File: src/rtl/fn_lc_pkg.sv
package fn_lc_pkg;

    typedef enum logic [2:0] {
        ST_RESERVED = 3'd0,
        ST_STANDBY  = 3'd1,
        ST_DISABLED = 3'd2,
        ST_ENABLED  = 3'd3,
        ST_BLOCKED  = 3'd4,
        ST_ERROR    = 3'd5,
        ST_PERM_ERR = 3'd6
    } fn_state_e;

    typedef struct packed {
        logic plug;
        logic cfg;
        logic decfg;
        logic en;
        logic dis;
        logic blk;
        logic modify;
        logic err_rep;
        logic fatal;
        logic unplug;
    } fn_cmd_t;

    localparam logic [15:0] EV_TO_CONFIGURED = 16'h0301;
    localparam logic [15:0] EV_RES_TO_STBY   = 16'h0302;
    localparam logic [15:0] EV_DECFG_REQ     = 16'h0303;
    localparam logic [15:0] EV_CFG_TO_STBY   = 16'h0304;
    localparam logic [15:0] EV_STBY_TO_RES   = 16'h0308;

    localparam int INST_W = 7;

endpackage

File: src/rtl/fn_lc_fsm.sv
module fn_lc_fsm
    import fn_lc_pkg::*;
(
    input  logic        clk,
    input  logic        rst_n,
    input  fn_cmd_t     cmd,
    input  logic        pending,
    input  logic        expire,
    output fn_state_e   state_q,
    output logic        ev_valid_q,
    output logic [15:0] ev_code_q,
    output logic        err_q,
    output logic        arm,
    output logic        clr,
    output logic        inst_inc
);

    fn_state_e   nxt;
    logic        ev;
    logic [15:0] code;
    logic        ill;
    logic        in_cfg;
    logic        live;

    assign in_cfg = (state_q == ST_DISABLED) || (state_q == ST_ENABLED) ||
                    (state_q == ST_BLOCKED)  || (state_q == ST_ERROR)   ||
                    (state_q == ST_PERM_ERR);
    assign live   = in_cfg && (state_q != ST_PERM_ERR);

    always_comb begin
        nxt      = state_q;
        ev       = 1'b0;
        code     = '0;
        ill      = 1'b0;
        arm      = 1'b0;
        clr      = 1'b0;
        inst_inc = 1'b0;
        if (expire) begin
            nxt  = ST_RESERVED;
            ev   = 1'b1;
            code = EV_CFG_TO_STBY;
            clr  = 1'b1;
        end else if (cmd != '0) begin
            if (!$onehot(cmd)) begin
                ill = 1'b1;
            end else if (in_cfg && cmd.decfg) begin
                nxt  = pending ? ST_RESERVED : ST_STANDBY;
                clr  = pending;
                ev   = 1'b1;
                code = EV_CFG_TO_STBY;
            end else if (in_cfg && cmd.unplug) begin
                if (pending) begin
                    ill = 1'b1;
                end else begin
                    arm  = 1'b1;
                    ev   = 1'b1;
                    code = EV_DECFG_REQ;
                end
            end else if (live && cmd.fatal) begin
                nxt = ST_PERM_ERR;
            end else begin
                unique case (state_q)
                    ST_RESERVED: begin
                        if (cmd.plug) begin
                            nxt  = ST_STANDBY;
                            ev   = 1'b1;
                            code = EV_RES_TO_STBY;
                        end else ill = 1'b1;
                    end
                    ST_STANDBY: begin
                        if (cmd.cfg) begin
                            nxt  = ST_DISABLED;
                            ev   = 1'b1;
                            code = EV_TO_CONFIGURED;
                        end else if (cmd.unplug) begin
                            nxt  = ST_RESERVED;
                            ev   = 1'b1;
                            code = EV_STBY_TO_RES;
                        end else ill = 1'b1;
                    end
                    ST_DISABLED: begin
                        if (cmd.en) begin
                            nxt      = ST_ENABLED;
                            inst_inc = 1'b1;
                        end else ill = 1'b1;
                    end
                    ST_ENABLED: begin
                        if (cmd.dis)          nxt = ST_DISABLED;
                        else if (cmd.blk)     nxt = ST_BLOCKED;
                        else if (cmd.err_rep) nxt = ST_ERROR;
                        else                  ill = 1'b1;
                    end
                    ST_BLOCKED: begin
                        if (cmd.modify)       nxt = ST_ENABLED;
                        else if (cmd.err_rep) nxt = ST_ERROR;
                        else                  ill = 1'b1;
                    end
                    ST_ERROR: begin
                        if (cmd.modify) nxt = ST_ENABLED;
                        else            ill = 1'b1;
                    end
                    ST_PERM_ERR: ill = 1'b1;
                    default:     ill = 1'b1;
                endcase
            end
        end
    end

    always_ff @(posedge clk) begin
        if (!rst_n) state_q <= ST_RESERVED;
        else        state_q <= nxt;
    end

    always_ff @(posedge clk) begin
        if (!rst_n) begin
            ev_valid_q <= 1'b0;
            ev_code_q  <= '0;
            err_q      <= 1'b0;
        end else begin
            ev_valid_q <= ev;
            ev_code_q  <= ev ? code : 16'h0000;
            err_q      <= ill;
        end
    end

endmodule

File: src/rtl/fn_lc_timer.sv
module fn_lc_timer #(
    parameter longint unsigned UNPLUG_CYCLES = 64'd60_000_000_000
) (
    input  logic clk,
    input  logic rst_n,
    input  logic arm,
    input  logic clr,
    output logic pending,
    output logic expire
);

    localparam int CNT_W = $clog2(UNPLUG_CYCLES + 1);

    logic [CNT_W-1:0] cnt;

    always_ff @(posedge clk) begin
        if (!rst_n) begin
            pending <= 1'b0;
            cnt     <= '0;
        end else if (clr) begin
            pending <= 1'b0;
            cnt     <= '0;
        end else if (arm) begin
            pending <= 1'b1;
            cnt     <= CNT_W'(UNPLUG_CYCLES);
        end else if (pending) begin
            cnt     <= cnt - 1'b1;
        end
    end

    assign expire = pending && (cnt == CNT_W'(1));

endmodule

File: src/rtl/fn_lc_handle.sv
module fn_lc_handle
    import fn_lc_pkg::*;
#(
    parameter logic [7:0]  FN_TYPE  = 8'h02,
    parameter logic [15:0] FN_INDEX = 16'h0000
) (
    input  logic        clk,
    input  logic        rst_n,
    input  fn_state_e   state,
    input  logic        inst_inc,
    output logic [31:0] handle
);

    logic [INST_W-1:0] inst_q;
    logic              en_bit;

    always_ff @(posedge clk) begin
        if (!rst_n)        inst_q <= '0;
        else if (inst_inc) inst_q <= inst_q + 1'b1;
    end

    assign en_bit = (state == ST_ENABLED) || (state == ST_BLOCKED) ||
                    (state == ST_ERROR);
    assign handle = {en_bit, inst_q, FN_TYPE, FN_INDEX};

endmodule

File: src/rtl/fn_lifecycle_ctrl.sv
module fn_lifecycle_ctrl
    import fn_lc_pkg::*;
#(
    parameter longint unsigned UNPLUG_CYCLES = 64'd60_000_000_000,
    parameter logic [7:0]      FN_TYPE       = 8'h02,
    parameter logic [15:0]     FN_INDEX      = 16'h0005
) (
    input  logic        clk,
    input  logic        rst_n,
    input  logic        plug_i,
    input  logic        configure_i,
    input  logic        deconfigure_i,
    input  logic        enable_i,
    input  logic        disable_i,
    input  logic        block_i,
    input  logic        modify_i,
    input  logic        err_report_i,
    input  logic        fatal_i,
    input  logic        unplug_i,
    output logic [2:0]  state_o,
    output logic [31:0] handle_o,
    output logic        dma_ok_o,
    output logic        ev_valid_o,
    output logic [15:0] ev_code_o,
    output logic        err_o
);

    fn_cmd_t   cmd;
    fn_state_e state;
    logic      pending, expire, arm, clr, inst_inc;

    assign cmd = '{plug: plug_i, cfg: configure_i, decfg: deconfigure_i,
                   en: enable_i, dis: disable_i, blk: block_i,
                   modify: modify_i, err_rep: err_report_i,
                   fatal: fatal_i, unplug: unplug_i};

    fn_lc_fsm u_fsm (
        .clk        (clk),
        .rst_n      (rst_n),
        .cmd        (cmd),
        .pending    (pending),
        .expire     (expire),
        .state_q    (state),
        .ev_valid_q (ev_valid_o),
        .ev_code_q  (ev_code_o),
        .err_q      (err_o),
        .arm        (arm),
        .clr        (clr),
        .inst_inc   (inst_inc)
    );

    fn_lc_timer #(.UNPLUG_CYCLES(UNPLUG_CYCLES)) u_timer (
        .clk     (clk),
        .rst_n   (rst_n),
        .arm     (arm),
        .clr     (clr),
        .pending (pending),
        .expire  (expire)
    );

    fn_lc_handle #(.FN_TYPE(FN_TYPE), .FN_INDEX(FN_INDEX)) u_handle (
        .clk      (clk),
        .rst_n    (rst_n),
        .state    (state),
        .inst_inc (inst_inc),
        .handle   (handle_o)
    );

    assign state_o  = state;
    assign dma_ok_o = (state == ST_ENABLED);

endmodule

File: config.mk
export PLATFORM = sky130hd
export DESIGN_NAME = fn_lifecycle_ctrl
export DESIGN_NICKNAME = d
export VERILOG_FILES = /design/src/rtl/fn_lc_pkg.sv /design/src/rtl/fn_lc_fsm.sv /design/src/rtl/fn_lc_timer.sv /design/src/rtl/fn_lc_handle.sv /design/src/rtl/fn_lifecycle_ctrl.sv
export SDC_FILE = /design/constraint.sdc
export NUM_CORES = 1
export LEC_CHECK = 0
export ABC_CLOCK_PERIOD_IN_PS = 9800
export BUFFER_PORTS_ARGS = -buffer_cell sky130_fd_sc_hd__buf_2
export CORE_MARGIN = 10
export CORE_UTILIZATION = 35
export CTS_BUF_LIST = sky130_fd_sc_hd__clkbuf_2 sky130_fd_sc_hd__clkbuf_4 sky130_fd_sc_hd__clkbuf_8
export DETAILED_ROUTE_END_ITERATION = 6
export GPL_TIMING_DRIVEN = 0
export HOLD_SLACK_MARGIN = 0.06
export PLACE_DENSITY = 0.63
export SLEW_MARGIN = 10
export SYNTH_ARGS = -nofsm -noshare
export SYNTH_HDL_FRONTEND = slang
export SYNTH_SLANG_ARGS = --single-unit
export TNS_END_PERCENT = 20
File: constraint.sdc
create_clock -name clk -period 9.8 [get_ports clk]
set_input_delay 0.98 -clock clk [delete_from_list [all_inputs] [get_ports clk]]
set_output_delay 0.98 -clock clk [all_outputs]
set_load 0.01 [all_outputs]
==> summary.txt <==
STA
  • Setup TNS: 0 ps
  • Final setup violation count: 0
  • Fmax: 206 MHz
  • Tcrit/Tclk final: 0.495
  • Post-route setup slack: around 5000 ps
  • Layout Skew: ~8.1 ps
  • Unrepaired setup endpoints after global routing: false
  • Final hold violations: 0
  • Worst slew margin: 0.580
  • Min Tclk post-route: 4850 ps
  • Slew at the pin with the worst max-slew slack: around 630 ps
  • Slew Viols, Final: 0

Clock network
  • Clk slew on worst S/H paths: 90 ps
  • Postcts setup bufs: 0
  • Clock net sink count: between 50 and 60
  • Num CTS Buffers: 5
  • Max clock buf depth: 2
  • Clock Latency Late Sink: 300 ps
  • CTS tree: built
  • Cts hold-fix bufs: 0
  • Post_cts resized: 0
  • Root Driver: clkbuf_8
  • CTS H-tree depth: 2

Cells and area
  • Share of layout cells above drive strength 1: 0.192
  • Final Core Density: 0.420
  • Diodes inserted: 0
  • Post-route cell area: 3900 sq um
  • # nets final: a little over 500
  • Layout Cells excl Fill: between 600 and 700
  • Synth-to-Final Area Change: 16.1%

Hold path
  • Worst Hold Launch: u_handle.inst_q[6]$_SDFFE_PN0P_
  • Worst min path class: reg -> reg
  • Hold Path Cell Cnt: 2
  • Hold Crit Endpoint: u_handle.inst_q[6]$_SDFFE_PN0P_

Synth
  • Most common cell in the netlist: nor2_1
  • Ys Warns: 0
  • Mapped Area: approximately 3400 sq um
  • Post-synth EDFFs: 0
  • FFs w/ async S/R, synth: 0
  • Synthesized area per cell: 8.25 sq um
  • Main synth FF type: dfxtp_1
  • Cells after synthesis: 407
  • Seq/Total Area, Yosys: 0.322
  • Yosys top cell by area: dfxtp_1
  • Synth Register Bits: 54
  • Synth unique cells: 52
  • Synth cell count leaders: 55 x nor2_1, 54 x dfxtp_1, 36 x buf_4, 32 x inv_1, 28 x xnor2_1
  • Top area cells in the synthesized netlist: dfxtp_1 32%, buf_4 8.0%, xnor2_1 7.3%
  • Synth top area share: 0.322

Power
  • Leak pwr: approximately 1.8 nW
  • Power per cell area: 120 nW/um^2
  • Peak VDD IR: between 0.06 and 0.07 mV

Setup path
  • Slowest CP cell: nor3_1
  • R2R setup slack: between 6000 and 7000 ps
  • Critical Path RT: about 10000 ps
  • WS Path Type: in -> reg
  • Worst r2r dst: u_handle.inst_q[3]$_SDFFE_PN0P_
  • Kind of end point of the critical path: flop
  • Critical path arrival: 5040 ps
  • Reg-to-reg critical path startpoint: u_fsm.state_q[2]$_SDFFE_PP0P_
  • Worst setup SP type: input pin
  • WP buf/inv: 6
  • FF-to-FF path depth: 9
  • Critical Path Fanout Max: 10
  • CP cell instances: buf_2, inv_1, ha_1, inv_1, fa_1, fa_1, inv_1, fa_1, inv_1, fa_1, nor2_1, a31oi_1, nor3_1, a311o_1, nand2b_1, buf_2, nor2_1
  • CP delay by family, top: adder cells
  • Max stage delay on crit path: about 570 ps

Place
  • Placed inst area: about 3800 sq um
  • Final HPWL DP: about 6.0 mm
  • Inst Count DP: approximately 600
  • Pre-CTS WS: 4620 ps
  • GP Congestion: between 0.8 and 0.9
  • Port bufs: 31

Global routing
  • Initial antenna violation count: 0
  • First-pass GRT wire length: about 13 mm
  • Largest net degree at the start of global routing: 17
  • Vias in the first global route: 2767
  • Gr usage total: 0.104
  • GRT overflow: 0

Run
  • Maxcap violations: 0

Floorplanning
  • Full die area: 13900 sq um
  • I/O pins: between 60 and 70
  • # rows: 35
  • Die Ht: roughly 120 microns
  • Core Area: 9280 sq um
  • Initial core utilization: 0.362
  • Die Width: 118 microns

Routing
  • Final wirelength: about 7.3 mm
  • Vias per cell: between 4 and 5
  • Residual DRC count: 0
  • Routed Antenna Nets: 0
  • Drt pass-1 iters: 4
  • Via count: ~2800
  • Routed len/inst: between 10 and 15 microns
  • Initial DRC count: around 110

Outcome
  • Outcome: finished clean
[worst reg2reg max path, stage by stage (launching register included)]
cell	delay, ps
dfxtp_1	380
clkbuf_1	340
inv_1	210
ha_1	360
a2111oi_0	510
o21ai_0	250
or3_1	340
buf_2	170
or3_1	350
a21oi_1	140
[per-layer routing]
layer,vias up,share of wire,track usage
li1,1449,-,-
met1,1239,0.48,0.132
met2,61,0.45,0.167
met3,10,0.053,0.0264
met4,0,0.019,0.0355
met5,-,0,0
[placed cells by master (no fill, tap or decap), types with 2 or more instances in the layout]
cell / instances
o22ai_1: 2
dfxtp_1: 54
inv_1: 32
nor4_1: 10
or2_2: 2
nand3b_1: 2
nor2_1: 55
xnor2_1: 28
mux2i_1: 3
nand4_1: 7
nand3_1: 7
a311o_1: 3
or4_4: 2
nor3_1: 16
fa_1: 6
a21oi_1: 24
a211oi_1: 3
nand2b_1: 5
ha_1: 17
conb_1: 34
clkbuf_1: 4
clkbuf_8: 7
or4_1: 4
nor3b_1: 2
xor2_1: 8
nand2_1: 18
buf_4: 36
or3_1: 7
o21ai_0: 10
buf_2: 37
and2_1: 2
a31oi_1: 5
and3_1: 2
nor2b_1: 4
[stage by stage]
| step | power (W) | hold slack, ps |
|---|---|---|
| 6_report | 0.000467 | 482 |
| 5_1_grt | 0.000494 | 517 |
| 4_1_cts | 0.000471 | 484 |
| 3_5_place_dp | 0.000334 | 470 |
| 3_3_place_gp | 0.000334 | 453 |
| 2_1_floorplan | 0.000308 | 478 |
[power by group]
part	internal (W)	switching [W]	leakage (nW)
Sequential	0.000223	0.00000276	0.435
Clock	0.0000649	0.0000720	0.0544
Combinational	0.0000425	0.0000624	1.29
[worst max-delay path by stage]
stage                         from  slack (ps)  cells past startpoint                         endpoint
after global placement    unplug_i        4690                     17     u_timer.cnt[15]$_SDFFE_PP0P_
after detailed placement  unplug_i        4620                     17     u_timer.cnt[13]$_SDFFE_PP0P_
after CTS                 unplug_i        4940                     17     u_timer.cnt[13]$_SDFFE_PP0P_
final                     unplug_i        4950                     17     u_timer.cnt[13]$_SDFFE_PP0P_
after floorplan           unplug_i        5210                     16  u_handle.inst_q[3]$_SDFFE_PN0P_
after global routing      unplug_i        4570                     17     u_timer.cnt[24]$_SDFFE_PP0P_
[area by class of cell]
type | instances | area, sq um
inverters | 33 | 124
flip-flops and latches | 54 | 1080
clock inverters | 1 | 8.76
plain buffers | 47 | 327
fillers | 979 | 5380
clock buffers | 7 | 96.3
well taps | 129 | 161
multi-input cells | 305 | 1950
repair buffers | 31 | 155
[kinds of logic after synthesis]
| kind of cell | Yosys count | synth area share |
|---|---|---|
| AO/OA/AOI/OAI | 56 | 0.102 |
| multiplexers | 3 | 0.00894 |
| XOR/XNOR | 36 | 0.0939 |
| flip-flops | 54 | 0.322 |
| other | 2 | 0.00224 |
| AND/OR/NAND/NOR | 153 | 0.238 |
| buffers and inverters | 80 | 0.134 |
| adder cells (fa/ha/maj) | 23 | 0.0991 |
[state kept, by name (all words and copies together), names as in the netlist]
register,flops
u_fsm.err_q,1
u_fsm.ev_code_q,5
u_fsm.ev_valid_q,1
u_fsm.state_q,3
u_handle.inst_q,7
u_timer.cnt,36
u_timer.pending,1
Power figures use the tool's default switching activity.
